## config.mk

```make
export PLATFORM = sky130hd
export DESIGN_NAME = csq_store_buffer
export DESIGN_NICKNAME = d
export VERILOG_FILES = /design/src/rtl/csq_pkg.sv /design/src/rtl/csq_ptrs.sv /design/src/rtl/csq_store.sv /design/src/rtl/csq_fwd.sv /design/src/rtl/csq_store_buffer.sv
export SDC_FILE = /design/constraint.sdc
export NUM_CORES = 1
export LEC_CHECK = 0
export BUFFER_PORTS_ARGS = -buffer_cell sky130_fd_sc_hd__buf_2
export CAP_MARGIN = 20
export CORE_MARGIN = 4
export CORE_UTILIZATION = 40
export DETAILED_ROUTE_END_ITERATION = 12
export PLACE_DENSITY = 0.69
export REMOVE_ABC_BUFFERS = 1
export SETUP_SLACK_MARGIN = 0.02
export SLEW_MARGIN = 20
export SYNTH_ARGS = -nofsm -noshare
export SYNTH_HDL_FRONTEND = slang
export SYNTH_SLANG_ARGS = --single-unit
```

## constraint.sdc

```tcl
create_clock -name clk -period 6.7 [get_ports clk]
set_input_delay 1.005 -clock clk [delete_from_list [all_inputs] [get_ports clk]]
set_output_delay 1.005 -clock clk [all_outputs]
set_load 0.005 [all_outputs]
```

## src/rtl/csq_pkg.sv

```systemverilog
package csq_pkg;
   localparam int unsigned CSQ_AW_DEF    = 32;
   localparam int unsigned CSQ_DW_DEF    = 32;
   localparam int unsigned CSQ_DEPTH_DEF = 8;

   // Outcome of a load lookup
   typedef enum logic [1:0] {
      LKP_IDLE   = 2'd0,
      LKP_BYPASS = 2'd1,
      LKP_FWD    = 2'd2
   } lkp_res_e;
endpackage

```

## src/rtl/csq_ptrs.sv

```systemverilog
module csq_ptrs #(
   parameter int unsigned DEPTH = 8,
   localparam int unsigned PW   = $clog2(DEPTH)
) (
   input  logic          clk,
   input  logic          rst_n,
   input  logic          alloc_req,
   input  logic          commit_req,
   input  logic          flush,
   input  logic          drain_req,
   output logic          alloc_fire,
   output logic          commit_fire,
   output logic          drain_fire,
   output logic [PW-1:0] head_idx,
   output logic [PW-1:0] cmt_idx,
   output logic [PW-1:0] tail_idx,
   output logic          full
);
   // pointers carry one extra wrap bit
   logic [PW:0] head_q, cmt_q, tail_q;
   logic [PW:0] head_d, cmt_d, tail_d;
   logic [PW:0] used;

   assign used        = tail_q - head_q;
   assign full        = (used == (PW+1)'(DEPTH));
   assign alloc_fire  = alloc_req & ~full & ~flush;
   assign commit_fire = commit_req & (cmt_q != tail_q);
   assign drain_fire  = drain_req & (head_q != cmt_q);

   always_comb begin
      head_d = head_q + (PW+1)'(drain_fire);
      cmt_d  = cmt_q + (PW+1)'(commit_fire);
      if (flush) tail_d = cmt_d;
      else       tail_d = tail_q + (PW+1)'(alloc_fire);
   end

   always_ff @(posedge clk) begin
      if (!rst_n) begin
         head_q <= '0;
         cmt_q  <= '0;
         tail_q <= '0;
      end else begin
         head_q <= head_d;
         cmt_q  <= cmt_d;
         tail_q <= tail_d;
      end
   end

   assign head_idx = head_q[PW-1:0];
   assign cmt_idx  = cmt_q[PW-1:0];
   assign tail_idx = tail_q[PW-1:0];
endmodule

```

## src/rtl/csq_store.sv

```systemverilog
module csq_store #(
   parameter int unsigned DEPTH = 8,
   parameter int unsigned AW    = 32,
   parameter int unsigned DW    = 32,
   localparam int unsigned PW   = $clog2(DEPTH)
) (
   input  logic                     clk,
   input  logic                     rst_n,
   input  logic                     alloc_fire,
   input  logic [PW-1:0]            tail_idx,
   input  logic [AW-1:0]            alloc_addr,
   input  logic [DW-1:0]            alloc_data,
   input  logic                     commit_fire,
   input  logic [PW-1:0]            cmt_idx,
   input  logic                     drain_fire,
   input  logic [PW-1:0]            head_idx,
   input  logic                     flush,
   output logic [DEPTH-1:0]         valid_q,
   output logic [DEPTH-1:0]         retired_q,
   output logic [DEPTH-1:0][AW-1:0] addr_q,
   output logic [DEPTH-1:0][DW-1:0] data_q
);
   for (genvar i = 0; i < DEPTH; i++) begin : g_ent
      localparam logic [PW-1:0] IDX = PW'(i);
      logic wr_here, ret_here, pop_here;

      assign wr_here  = alloc_fire  && (tail_idx == IDX);
      assign ret_here = commit_fire && (cmt_idx  == IDX);
      assign pop_here = drain_fire  && (head_idx == IDX);

      always_ff @(posedge clk) begin
         if (!rst_n) begin
            valid_q[i]   <= 1'b0;
            retired_q[i] <= 1'b0;
         end else begin
            if (pop_here) begin
               valid_q[i]   <= 1'b0;
               retired_q[i] <= 1'b0;
            end else if (flush && !(retired_q[i] || ret_here)) begin
               valid_q[i]   <= 1'b0;
               retired_q[i] <= 1'b0;
            end else begin
               if (wr_here)  valid_q[i]   <= 1'b1;
               if (ret_here) retired_q[i] <= 1'b1;
            end
         end
      end

      always_ff @(posedge clk) begin
         if (wr_here) begin
            addr_q[i] <= alloc_addr;
            data_q[i] <= alloc_data;
         end
      end
   end
endmodule

```

## src/rtl/csq_fwd.sv

```systemverilog
module csq_fwd #(
   parameter int unsigned DEPTH = 8,
   parameter int unsigned AW    = 32,
   parameter int unsigned DW    = 32,
   localparam int unsigned PW   = $clog2(DEPTH),
   localparam int unsigned OFS  = $clog2(DW/8)
) (
   input  logic [DEPTH-1:0]         valid_q,
   input  logic [DEPTH-1:0][AW-1:0] addr_q,
   input  logic [DEPTH-1:0][DW-1:0] data_q,
   input  logic [PW-1:0]            head_idx,
   input  logic                     ld_valid,
   input  logic [AW-1:0]            ld_addr,
   output csq_pkg::lkp_res_e        result,
   output logic [DW-1:0]            fwd_data
);
   logic [DEPTH-1:0] match;
   logic [PW-1:0]    scan_idx;
   logic             any_hit;

   for (genvar i = 0; i < DEPTH; i++) begin : g_cmp
      assign match[i] = valid_q[i] && (addr_q[i][AW-1:OFS] == ld_addr[AW-1:OFS]);
   end

   // scan oldest to youngest; the last hit wins
   always_comb begin
      any_hit  = 1'b0;
      fwd_data = '0;
      scan_idx = head_idx;
      for (int k = 0; k < DEPTH; k++) begin
         scan_idx = head_idx + PW'(k);
         if (match[scan_idx]) begin
            any_hit  = 1'b1;
            fwd_data = data_q[scan_idx];
         end
      end
   end

   always_comb begin
      if (!ld_valid)    result = csq_pkg::LKP_IDLE;
      else if (any_hit) result = csq_pkg::LKP_FWD;
      else              result = csq_pkg::LKP_BYPASS;
   end
endmodule

```

## src/rtl/csq_store_buffer.sv

```systemverilog
module csq_store_buffer #(
   parameter int unsigned DEPTH = csq_pkg::CSQ_DEPTH_DEF,
   parameter int unsigned AW    = csq_pkg::CSQ_AW_DEF,
   parameter int unsigned DW    = csq_pkg::CSQ_DW_DEF,
   localparam int unsigned PW   = $clog2(DEPTH)
) (
   input  logic          clk,
   input  logic          rst_n,
   input  logic          alloc_valid_i,
   input  logic [AW-1:0] alloc_addr_i,
   input  logic [DW-1:0] alloc_data_i,
   output logic          alloc_ready_o,
   input  logic          commit_i,
   input  logic          flush_i,
   input  logic          ld_valid_i,
   input  logic [AW-1:0] ld_addr_i,
   output logic          ld_hit_o,
   output logic          ld_bypass_o,
   output logic [DW-1:0] ld_data_o,
   output logic          wr_req_o,
   output logic [AW-1:0] wr_addr_o,
   output logic [DW-1:0] wr_data_o,
   input  logic          wr_grant_i,
   output logic          full_o
);
   // elaboration-time parameter checks
   if (DEPTH < 2 || (DEPTH & (DEPTH - 1)) != 0) begin : g_bad_depth
      $error("csq_store_buffer: DEPTH must be a power of two >= 2");
   end
   if (DW < 8 || (DW % 8) != 0 || (DW & (DW - 1)) != 0) begin : g_bad_dw
      $error("csq_store_buffer: DW must be a power-of-two byte multiple");
   end
   if (AW <= $clog2(DW/8)) begin : g_bad_aw
      $error("csq_store_buffer: AW too small for word offset");
   end

   logic                     alloc_fire, commit_fire, drain_fire, full;
   logic [PW-1:0]            head_idx, cmt_idx, tail_idx;
   logic [DEPTH-1:0]         valid_q, retired_q;
   logic [DEPTH-1:0][AW-1:0] addr_q;
   logic [DEPTH-1:0][DW-1:0] data_q;
   csq_pkg::lkp_res_e        lkp_res;
   logic                     head_ready;

   assign head_ready = valid_q[head_idx] && retired_q[head_idx];

   csq_ptrs #(.DEPTH(DEPTH)) u_ptrs (
      .clk         (clk),
      .rst_n       (rst_n),
      .alloc_req   (alloc_valid_i),
      .commit_req  (commit_i),
      .flush       (flush_i),
      .drain_req   (head_ready && wr_grant_i),
      .alloc_fire  (alloc_fire),
      .commit_fire (commit_fire),
      .drain_fire  (drain_fire),
      .head_idx    (head_idx),
      .cmt_idx     (cmt_idx),
      .tail_idx    (tail_idx),
      .full        (full)
   );

   csq_store #(.DEPTH(DEPTH), .AW(AW), .DW(DW)) u_store (
      .clk         (clk),
      .rst_n       (rst_n),
      .alloc_fire  (alloc_fire),
      .tail_idx    (tail_idx),
      .alloc_addr  (alloc_addr_i),
      .alloc_data  (alloc_data_i),
      .commit_fire (commit_fire),
      .cmt_idx     (cmt_idx),
      .drain_fire  (drain_fire),
      .head_idx    (head_idx),
      .flush       (flush_i),
      .valid_q     (valid_q),
      .retired_q   (retired_q),
      .addr_q      (addr_q),
      .data_q      (data_q)
   );

   csq_fwd #(.DEPTH(DEPTH), .AW(AW), .DW(DW)) u_fwd (
      .valid_q  (valid_q),
      .addr_q   (addr_q),
      .data_q   (data_q),
      .head_idx (head_idx),
      .ld_valid (ld_valid_i),
      .ld_addr  (ld_addr_i),
      .result   (lkp_res),
      .fwd_data (ld_data_o)
   );

   assign ld_hit_o      = (lkp_res == csq_pkg::LKP_FWD);
   assign ld_bypass_o   = (lkp_res == csq_pkg::LKP_BYPASS);
   assign wr_req_o      = head_ready;
   assign wr_addr_o     = addr_q[head_idx];
   assign wr_data_o     = data_q[head_idx];
   assign full_o        = full;
   assign alloc_ready_o = ~full;
endmodule

```

==> results.txt <==
Run status - finished, final reports clean
Area fraction in and, or, nand and nor cells after synthesis - 0.08937
Remaining routing DRC violations - 0
Path class of the lowest-slack min-delay path - flop to flop
Library cells used by synthesis - 59
Setup TNS after final layout - 0 ps
Worst slack at placement - 665.8 ps
Number of vias after detailed routing - 23.64k
Placeable Area - 80680 um2
Starting utilization of the core area - 0.4043
Clock buffers created by TritonCTS - 56
Compound-cell area share of the yosys netlist - 0.07211
Xor/xnor share of the synthesized area - 0.06900
Gate count of the mapped netlist - 2374
Required arrival time at the worst endpoint - 5690 ps
Worst Path Arrival - 5290 ps
Primary flip-flop cell chosen by synthesis mapping - sky130_fd_sc_hd__edfxtp_1
H-tree depth reported by CTS - 2
Non-filler cells in the finished layout - 3598
Final Wtd Congestion - 0.9350
Yosys warns - 0
Post-CTS setup buffer count - 0
Reg-to-reg critical path startpoint - u_ptrs.head_q[2]
TritonRoute pass-1 iters - 7
Power Dens Cells - 208.0 nW/um2
Share of layout cells above drive strength 1 - 0.2841
Vias in the first global route - 23.85k
Final hold slack - 482.3 ps
Hold_buf cts - 0
Hold Startpoint - u_store.retired_q[0]
Length in cells of the worst reg-to-reg path - 12
Number of synthesized flops with an enable pin - 512
Post-route cell area - 36530 um2
Leakage power figure - 11.65 nW
Setup repair after global routing missed its margin - no
Detailed-route wire length per cell - 29.10 um
Count of final hold-check violations - 0
Overflow left after global routing - 0
Proportion of synthesized chip area in sequential cells - 0.4885
Adder-cell share of the synthesized area - 0.006521
Share of async-settable or async-resettable flops after synthesis - 0
Total Power Consumption - 7.598 mW
Clock Tree Root - sky130_fd_sc_hd__clkbuf_16
Per-instance average area after synthesis - 13.74 um2
Final worst slack - 406.3 ps
Commonest non-fill, non-tap cells in the layout - sky130_fd_sc_hd__edfxtp_1, sky130_fd_sc_hd__nand2_1, sky130_fd_sc_hd__mux4_2
Critical path start-end classification - flop to primary output
Instance count along the most critical hold path - 2
Post-synth top area share - 0.4713
Post-synthesis instance area - 32620 um2
Max-capacitance violation count - 0
Number of sinks on the clock net - 540
Vertical die dimension - 293.6 um
Antenna violation net count after detailed routing - 0
Area contributors post-synth - sky130_fd_sc_hd__edfxtp_1, sky130_fd_sc_hd__mux4_2, sky130_fd_sc_hd__xnor2_1
Relative area change from synthesis to final layout - 11.99%
Kind of end point of the critical path - primary output
Wire length of the first global-routing pass - 154100 um
Most frequent standard cell in the layout excluding fill and tap cells - sky130_fd_sc_hd__edfxtp_1
Post-DP HPWL - 66270 um
Max Fanout on Critical Path - 39
Final Max Slew Viols - 0
Crit share post-route - 0.9394
Setup Viol. Count Final - 0
Main combinational cell family by area after synthesis - multiplexers
Cell type with the highest aggregate area in the netlist - sky130_fd_sc_hd__edfxtp_1
Max Clock Skew - 26.05 ps
Post_cts resized - 0
Clk pin slew, worst setup/hold paths - 60 ps
Port Buf Inserts - 201
Number of antenna violations at the first check in global routing - 22
Maximum achievable frequency - 0.1589 GHz
Clk Latency, worst-skew pair - 630 ps
Placement Rows - 104
Share of cell area taken by muxes after synthesis - 0.2421
Full die area - 86180 um2
Clock tree from TritonCTS - yes
Final WL - 104700 um
Flip-flop and latch count after synthesis - 540
Slew at the pin with the worst max-slew slack - 1084 ps
Share of the core filled with cells in the final layout - 0.4528
Die Wd - 293.6 um
Final layout net count - 2604
Global-route usage over all layers - 0.2376
Number of vias per cell - 6.571
Top-level I/O count - 204
Critical Path Source - u_ptrs.head_q[1]
Placed insts - 3486
Max_slew headroom - 0.2772
Type of element launching the critical path - flop
Number of DRC markers after the initial detailed-route iteration - 3126
Final min period - 6294 ps
Maximum clock insertion buffer count - 3
Area after DPL - 34710 um2
Maximum number of pins on one net before global-route repair - 125
Peak supply drop - 210.0 uV
[flip-flops by register name, summed over array words and instances (netlist names)]
register	flops
u_ptrs.tail_q	4
u_store.data_q	256
u_store.valid_q	8
u_store.retired_q	8
u_ptrs.head_q	4
u_ptrs.cmt_q	4
u_store.addr_q	256
[final cells by class]
cell class	instances	area, um2
sequential	540	15950
timing repair buffer	261	1610
fill	7016	44150
tap	1060	1326
multi-input combinational	1611	15780
inverter	14	53.80
clock inverter	37	355.3
clock buffer	64	1431
antenna	11	27.53
[cells in the mapped netlist (16+ instances only)]
cell type	n
sky130_fd_sc_hd__buf_1	27
sky130_fd_sc_hd__xnor2_1	226
sky130_fd_sc_hd__nand3_1	19
sky130_fd_sc_hd__nand4_1	53
sky130_fd_sc_hd__nor2b_1	37
sky130_fd_sc_hd__ha_1	17
sky130_fd_sc_hd__edfxtp_1	512
sky130_fd_sc_hd__dfxtp_1	28
sky130_fd_sc_hd__nor2_1	31
sky130_fd_sc_hd__o221ai_1	31
sky130_fd_sc_hd__o21ai_1	29
sky130_fd_sc_hd__buf_6	17
sky130_fd_sc_hd__nand2_1	413
sky130_fd_sc_hd__a221o_1	31
sky130_fd_sc_hd__clkbuf_1	105
sky130_fd_sc_hd__a211oi_1	38
sky130_fd_sc_hd__mux4_2	332
sky130_fd_sc_hd__or3_1	30
sky130_fd_sc_hd__o311ai_1	29
sky130_fd_sc_hd__o21ai_0	16
sky130_fd_sc_hd__xor2_1	31
sky130_fd_sc_hd__a31oi_1	36
sky130_fd_sc_hd__a21oi_1	77
sky130_fd_sc_hd__mux2i_1	36
sky130_fd_sc_hd__a221oi_1	31
sky130_fd_sc_hd__buf_2	52
[critical path, cell delays in order, from the launching register on]
cell                       delay (ps)
sky130_fd_sc_hd__dfxtp_4          770
sky130_fd_sc_hd__inv_1            430
sky130_fd_sc_hd__ha_1             410
sky130_fd_sc_hd__xor2_4           610
sky130_fd_sc_hd__a21oi_1          180
sky130_fd_sc_hd__mux4_2           720
sky130_fd_sc_hd__nand2b_1         350
sky130_fd_sc_hd__buf_12           270
sky130_fd_sc_hd__o311ai_1         660
sky130_fd_sc_hd__buf_2            240
[cell families after synthesis]
family | after synthesis
AO/OA/AOI/OAI | 332
XOR/XNOR | 257
adder cells (fa/ha/maj) | 17
buffers and inverters | 223
flip-flops | 540
multiplexers | 372
AND/OR/NAND/NOR | 633
[power by group]
group,internal [mW],switching (mW)
combinational,0.254,0.381
sequential,3.80,0.0746
clock,1.76,1.33
[path summary, 6_finish.rpt]
check | to | slack, ps
worst max-delay path | ld_data_o[9] | 410
worst min-delay path | u_store.retired_q[0] | 480
worst max register to register | u_store.addr_q[100] | 2500
worst min register to register | u_store.retired_q[0] | 480
[per-layer routing]
layer  global-route usage  vias up  share of wire
met2               0.3951     1741           0.48
met4               0.1002       20          0.052
met1               0.2904    11770           0.34
li1                     -     9667              -
met5                    0        -         0.0013
met3              0.07125      442           0.13
(Power assumes the default switching activity.)
